**config.mk**
```make
export PLATFORM = sky130hd
export DESIGN_NAME = npc_unit
export DESIGN_NICKNAME = d
export VERILOG_FILES = /design/src/rtl/npc_pkg.sv /design/src/rtl/npc_decode.sv /design/src/rtl/npc_target.sv /design/src/rtl/npc_ctrl.sv /design/src/rtl/npc_unit.sv
export SDC_FILE = /design/constraint.sdc
export NUM_CORES = 1
export LEC_CHECK = 0
export BUFFER_PORTS_ARGS = -buffer_cell sky130_fd_sc_hd__buf_2
export CAP_MARGIN = 20
export CORE_UTILIZATION = 59
export CTS_CLUSTER_DIAMETER = 150
export CTS_CLUSTER_SIZE = 8
export DETAILED_ROUTE_END_ITERATION = 10
export PLACE_DENSITY = 0.94
export SYNTH_ARGS = -nofsm -noshare
export SYNTH_HDL_FRONTEND = slang
export SYNTH_HIERARCHICAL = 1
export SYNTH_SLANG_ARGS = --single-unit
```
**constraint.sdc**
```tcl
create_clock -name clk -period 10.1 [get_ports clk]
set_input_delay 0.505 -clock clk [delete_from_list [all_inputs] [get_ports clk]]
set_output_delay 0.505 -clock clk [all_outputs]
set_load 0.1 [all_outputs]
```
**src/rtl/npc_pkg.sv**
```systemverilog
package npc_pkg;
    localparam int XLEN      = 32;
    localparam int OP_W      = 6;
    localparam int FN_W      = 6;
    localparam int OFS_W     = 16;
    localparam int IDX_W     = 26;
    localparam int REG_W     = 5;
    localparam int WORD_SH   = 2;
    localparam int REGION_W  = XLEN - IDX_W - WORD_SH;
    localparam int STEP      = 1 << WORD_SH;

    localparam logic [OP_W-1:0] OPC_SPECIAL = 6'd0;
    localparam logic [OP_W-1:0] OPC_JUMP    = 6'd2;
    localparam logic [OP_W-1:0] OPC_CALL    = 6'd3;
    localparam logic [OP_W-1:0] OPC_BR_EQ   = 6'd4;
    localparam logic [OP_W-1:0] OPC_BR_NE   = 6'd5;
    localparam logic [FN_W-1:0] FN_REG_JUMP = 6'd8;

    typedef enum logic [2:0] {
        XF_NONE,
        XF_BR_EQ,
        XF_BR_NE,
        XF_JUMP,
        XF_CALL,
        XF_REG
    } xfer_e;

    typedef enum logic {
        ST_RUN,
        ST_SLOT
    } fsm_e;
endpackage

```
**src/rtl/npc_decode.sv**
```systemverilog
module npc_decode
    import npc_pkg::*;
(
    input  logic [OP_W-1:0] opcode,
    input  logic [FN_W-1:0] funct,
    input  logic            ops_equal,
    output xfer_e           kind,
    output logic            taken
);
    always_comb begin
        kind = XF_NONE;
        unique case (opcode)
            OPC_BR_EQ:   kind = XF_BR_EQ;
            OPC_BR_NE:   kind = XF_BR_NE;
            OPC_JUMP:    kind = XF_JUMP;
            OPC_CALL:    kind = XF_CALL;
            OPC_SPECIAL: kind = (funct == FN_REG_JUMP) ? XF_REG : XF_NONE;
            default:     kind = XF_NONE;
        endcase
    end

    always_comb begin
        unique case (kind)
            XF_BR_EQ: taken = ops_equal;
            XF_BR_NE: taken = !ops_equal;
            XF_JUMP,
            XF_CALL,
            XF_REG:   taken = 1'b1;
            default:  taken = 1'b0;
        endcase
    end
endmodule

```
**src/rtl/npc_target.sv**
```systemverilog
module npc_target
    import npc_pkg::*;
(
    input  logic [XLEN-1:0]  pc,
    input  logic [OFS_W-1:0] offset,
    input  logic [IDX_W-1:0] index,
    input  logic [XLEN-1:0]  rs_value,
    input  xfer_e            kind,
    output logic [XLEN-1:0]  pc_plus4,
    output logic [XLEN-1:0]  target
);
    localparam int EXT_W = XLEN - OFS_W - WORD_SH;

    logic [XLEN-1:0] rel_tgt;
    logic [XLEN-1:0] abs_tgt;

    assign pc_plus4 = pc + XLEN'(STEP);
    assign rel_tgt  = pc_plus4 + {{EXT_W{offset[OFS_W-1]}}, offset, {WORD_SH{1'b0}}};
    assign abs_tgt  = {pc[XLEN-1 -: REGION_W], index, {WORD_SH{1'b0}}};

    always_comb begin
        unique case (kind)
            XF_BR_EQ, XF_BR_NE: target = rel_tgt;
            XF_JUMP, XF_CALL:   target = abs_tgt;
            XF_REG:             target = rs_value;
            default:            target = pc_plus4;
        endcase
    end
endmodule

```
**src/rtl/npc_ctrl.sv**
```systemverilog
module npc_ctrl
    import npc_pkg::*;
(
    input  logic            clk,
    input  logic            rst,
    input  logic            slot_mode,
    input  logic            taken,
    input  logic [XLEN-1:0] target,
    input  logic [XLEN-1:0] pc_plus4,
    output logic [XLEN-1:0] pc_q,
    output logic [XLEN-1:0] next_pc,
    output fsm_e            state_q,
    output logic [XLEN-1:0] pend_q,
    output logic            xfer_ok
);
    fsm_e            state_d;
    logic [XLEN-1:0] pend_d;

    always_ff @(posedge clk) begin
        if (rst) begin
            state_q <= ST_RUN;
            pend_q  <= '0;
            pc_q    <= '0;
        end else begin
            state_q <= state_d;
            pend_q  <= pend_d;
            pc_q    <= next_pc;
        end
    end

    always_comb begin
        state_d = state_q;
        pend_d  = pend_q;
        next_pc = pc_plus4;
        xfer_ok = 1'b0;
        unique case (state_q)
            ST_RUN: begin
                xfer_ok = 1'b1;
                if (taken && slot_mode) begin
                    state_d = ST_SLOT;
                    pend_d  = target;
                end else if (taken) begin
                    next_pc = target;
                end
            end
            ST_SLOT: begin
                state_d = ST_RUN;
                next_pc = pend_q;
            end
            default: state_d = ST_RUN;
        endcase
    end
endmodule

```
**src/rtl/npc_unit.sv**
```systemverilog
module npc_unit
    import npc_pkg::*;
#(
    parameter int LINK_REG = 31
) (
    input  logic             clk,
    input  logic             rst,
    input  logic             slot_mode,
    input  logic [XLEN-1:0]  instr,
    input  logic             ops_equal,
    input  logic [XLEN-1:0]  rs_value,
    output logic [XLEN-1:0]  pc,
    output logic [XLEN-1:0]  next_pc,
    output logic             link_we,
    output logic [XLEN-1:0]  link_data,
    output logic [REG_W-1:0] link_reg
);
    xfer_e           kind;
    logic            taken;
    logic            xfer_ok;
    logic [XLEN-1:0] target;
    logic [XLEN-1:0] pc_plus4;
    logic [XLEN-1:0] pend_q;
    fsm_e            state_q;

    npc_decode u_dec (
        .opcode    (instr[XLEN-1 -: OP_W]),
        .funct     (instr[FN_W-1:0]),
        .ops_equal (ops_equal),
        .kind      (kind),
        .taken     (taken)
    );

    npc_target u_tgt (
        .pc       (pc),
        .offset   (instr[OFS_W-1:0]),
        .index    (instr[IDX_W-1:0]),
        .rs_value (rs_value),
        .kind     (kind),
        .pc_plus4 (pc_plus4),
        .target   (target)
    );

    npc_ctrl u_ctl (
        .clk       (clk),
        .rst       (rst),
        .slot_mode (slot_mode),
        .taken     (taken),
        .target    (target),
        .pc_plus4  (pc_plus4),
        .pc_q      (pc),
        .next_pc   (next_pc),
        .state_q   (state_q),
        .pend_q    (pend_q),
        .xfer_ok   (xfer_ok)
    );

    assign link_we   = (kind == XF_CALL) && xfer_ok;
    assign link_data = pc_plus4;
    assign link_reg  = REG_W'(LINK_REG);
endmodule

```
==> results.py <==
metrics = {
    "clocking": {
        "clk_pin_slew_ns": 0.06,
        "cts_tree": "yes",
        "cts_max_level": 3,
        "cts-resized-gates": 0,
        "clock_latency_ns": 0.33,
        "clkSinkCount": 65,
        "post_cts_buffers": 0,
        "numCtsBuffers": 9,
        "hold_buffers": 0,
        "ctsLongestPathBuffers": 2,
        "clockRootBuffer": "clkbuf_16",
    },
    "status": {
        "status": "complete, no violations",
    },
    "route": {
        "routedWlPerCell_um": 21.25,
        "drt_iter0_drc": 1098,
        "drtAntennaViolNets": 0,
        "wl_mm": 25.04,
        "avgViaCountPerCell": 6.817,
        "drc_errors": 0,
        "first_pass_iters": 6,
        "vias": 8031,
    },
    "global_route": {
        "grt_overflow_total": 0,
        "grt_pass1_wl_mm": 38.20,
        "antenna_found_initial": 0,
        "grtUsageTotal_pct": 41.74,
        "grt_pass1_vias": 7140,
        "grt_max_degree": 66,
    },
    "logic_synthesis": {
        "synth_cell_types": 70,
        "seq_area_frac_synth_pct": 19.31,
        "synth_area_leaders": "dfxtp_1 19%, nand2_1 6.4%, ha_1 6.3%",
        "syn_avg_cell_area_um2": 7.380,
        "synth_edf_count": 0,
        "synth.most_common_cell": "nand2_1",
        "ys.flop_type": "dfxtp_1",
        "synth_top_area_share_pct": 19.31,
        "synth_common_cells": "115 x nand2_1, 103 x nor2_1, 72 x a21oi_1, 65 x dfxtp_1, 42 x nor3_1",
        "async_flop_share_pct": 0,
        "synth_warnings": 6,
        "yosysTopAreaCell": "dfxtp_1",
        "postSynthCellCount": 913,
        "synth_seq_cells": 65,
        "netlist_area_um2": 6738,
    },
    "worst_hold_path": {
        "whs_path_depth": 2,
        "hold_class": "reg -> reg",
        "min_to": "u_ctl/pend_q[24]$_SDFFE_PP0P_",
        "worstHoldStart": "u_ctl/pend_q[24]$_SDFFE_PP0P_",
    },
    "critical_path": {
        "r2r-end": "u_ctl/pc_q[31]$_SDFF_PP0_",
        "worst-setup-path-type": "reg -> out",
        "critPathLaunchType": "register",
        "ff2ff_path_depth": 17,
        "rr_startpoint": "u_ctl/pc_q[2]$_SDFF_PP0_",
        "cp_max_fo": 7,
        "critPathRequiredTime_ns": 9.60,
        "rrSetupSlack_ns": 4.43,
        "crit_arrival_ns": 6.19,
        "cp-end-kind": "primary output",
    },
    "placement": {
        "hpwl_mm": 17.37,
        "port_buffers": 164,
        "dpl.cell_count": 1161,
        "gp_congestion": 0.9960,
    },
    "sta": {
        "period_share_pct": 66.26,
        "finalMaxSlewViolations": 0,
        "finalCriticalPeriod_ns": 6.692,
        "max_freq_mhz": 149.4,
        "worst_pin_slew_ns": 1.104,
        "skew_ns": 0.004709,
        "rsz0062_at_grt": "no",
        "setup_viol": 0,
        "hold_viol_final": 0,
        "slew_headroom_pct": 26.41,
        "finalSetupTns_ns": 0,
    },
    "finish": {
        "antenna_cells": 0,
        "seq_area_um2": 1303,
        "nets": 1136,
        "final_cells": 1178,
        "drive_above_1_share_pct": 23.03,
        "fillCellCount": 837,
        "area_delta_synth_final_pct": 16.81,
        "multi_input_area_um2": 5022,
    },
    "power": {
        "powerDensity_nw_per_um2": 113.3,
        "p_leak_nw": 3.707,
        "vdd_drop_max_mv": 0.1558,
    },
    "floorplan": {
        "core_area_um2": 10980,
        "die_w_um": 108.9,
        "io_pins": 170,
        "rows": 38,
        "die_area_um2": 11850,
        "fp.dieH_um": 108.9,
        "start_util_pct": 61.35,
    },
    "run": {
        "cap_violations": 0,
    },
}
==> power by group <==
part / leakage, nW / total (mW) / switching, mW / internal (mW)
clock network: 0.163 / 0.363 / 0.120 / 0.242
registers: 0.525 / 0.266 / 0.00574 / 0.260
logic: 3.02 / 0.263 / 0.196 / 0.0666
==> layer usage <==
metal / up-vias / part of all wire [%] / track usage [%]
li1: 3578 / - / -
met1: 3672 / 39 / 59.14
met2: 686 / 44 / 62.40
met3: 95 / 14 / 6.934
met4: 0 / 3.3 / 16.60
met5: - / 0 / 0
==> how the worst max path moves through the flow <==
stage	start	to	slack, ns	cells after the start
detailed placement	u_ctl/pc_q[2]$_SDFF_PP0_	next_pc[28]	4.24	17
global placement	u_ctl/pc_q[2]$_SDFF_PP0_	next_pc[28]	4.31	17
global route	u_ctl/pc_q[2]$_SDFF_PP0_	next_pc[31]	3.17	18
CTS	u_ctl/pc_q[2]$_SDFF_PP0_	next_pc[28]	3.69	17
finish	u_ctl/pc_q[2]$_SDFF_PP0_	next_pc[31]	3.41	18
floorplan	u_ctl/pc_q[2]$_SDFF_PP0_	next_pc[25]	2.05	17
==> logic make-up after synthesis <==
logic type / count (synthesis) / synth area share [%]
AND/OR/NAND/NOR: 373 / 27.61
AO/OA/AOI/OAI: 264 / 28.56
buffers and inverters: 92 / 6.537
flip-flops: 65 / 19.31
XOR/XNOR: 55 / 7.149
adder cells (fa/ha/maj): 35 / 6.611
multiplexers: 28 / 4.160
other: 1 / 0.05566
==> layout make-up <==
| class | count | share of cell area, % |
|---|---|---|
| inverters | 20 | 0.9539 |
| flip-flops and latches | 65 | 16.55 |
| well taps | 140 | 2.226 |
| multi-input cells | 760 | 63.82 |
| clock buffers | 10 | 2.909 |
| clock inverters | 6 | 1.463 |
| repair buffers | 177 | 12.08 |
==> sequential cells by signal, summed over array words and instances, names as in the netlist <==
name           cells
u_ctl/pc_q        32
u_ctl/state_q      1
u_ctl/pend_q      32
==> through the flow <==
| step | utilization (%) | hold slack [ns] | power (mW) | worst slack [ns] | cell area, um^2 |
|---|---|---|---|---|---|
| 6_report | 71.66 | 0.4535 | 0.8913 | 3.408 | 7870 |
| 5_1_grt | 71.66 | 0.4756 | 0.9157 | 3.170 | 7870 |
| 4_1_cts | 71.47 | 0.4568 | 0.8831 | 3.694 | 7850 |
| 3_5_place_dp | 68.34 | 0.4483 | 0.5244 | 4.237 | 7506 |
| 3_3_place_gp | 68.09 | 0.4426 | 0.5221 | 4.312 | 7478 |
| 2_1_floorplan | - | 0.4367 | 0.4672 | 2.052 | 6753 |
==> worst max-delay path: stages, from the launching register on <==
cell and delay [ns]:
dfxtp_1 0.45, ha_1 0.27, nand4_1 0.22, nor3_1 0.77, nand3_1 0.23, xnor2_1 0.61, ha_1 0.41, a21oi_1 0.19
nand2_1 0.12, or2_2 0.30, o211ai_1 0.32, o31ai_1 0.19, a41oi_1 0.41, mux2i_1 0.28, nand2_1 0.14, and3b_1 0.22
a211oi_1 0.31, nor2_1 0.12, buf_2 0.31
==> cell usage in the layout (no fill, tap or decap), types with 15 or more instances in the layout <==
master	synthesis	final
a21o_1	17	17
nand2_1	115	115
o22ai_1	17	17
buf_2	16	164
dfxtp_1	65	64
and3b_1	33	33
nor3_1	42	42
inv_1	20	20
mux2i_1	28	28
o21ai_0	31	31
nor2_1	103	102
nand3_1	17	17
xnor2_1	29	29
a211oi_1	15	15
xor2_1	26	26
ha_1	34	34
a211oi_2	30	30
a21oi_1	72	72
(Power assumes the default switching activity.)
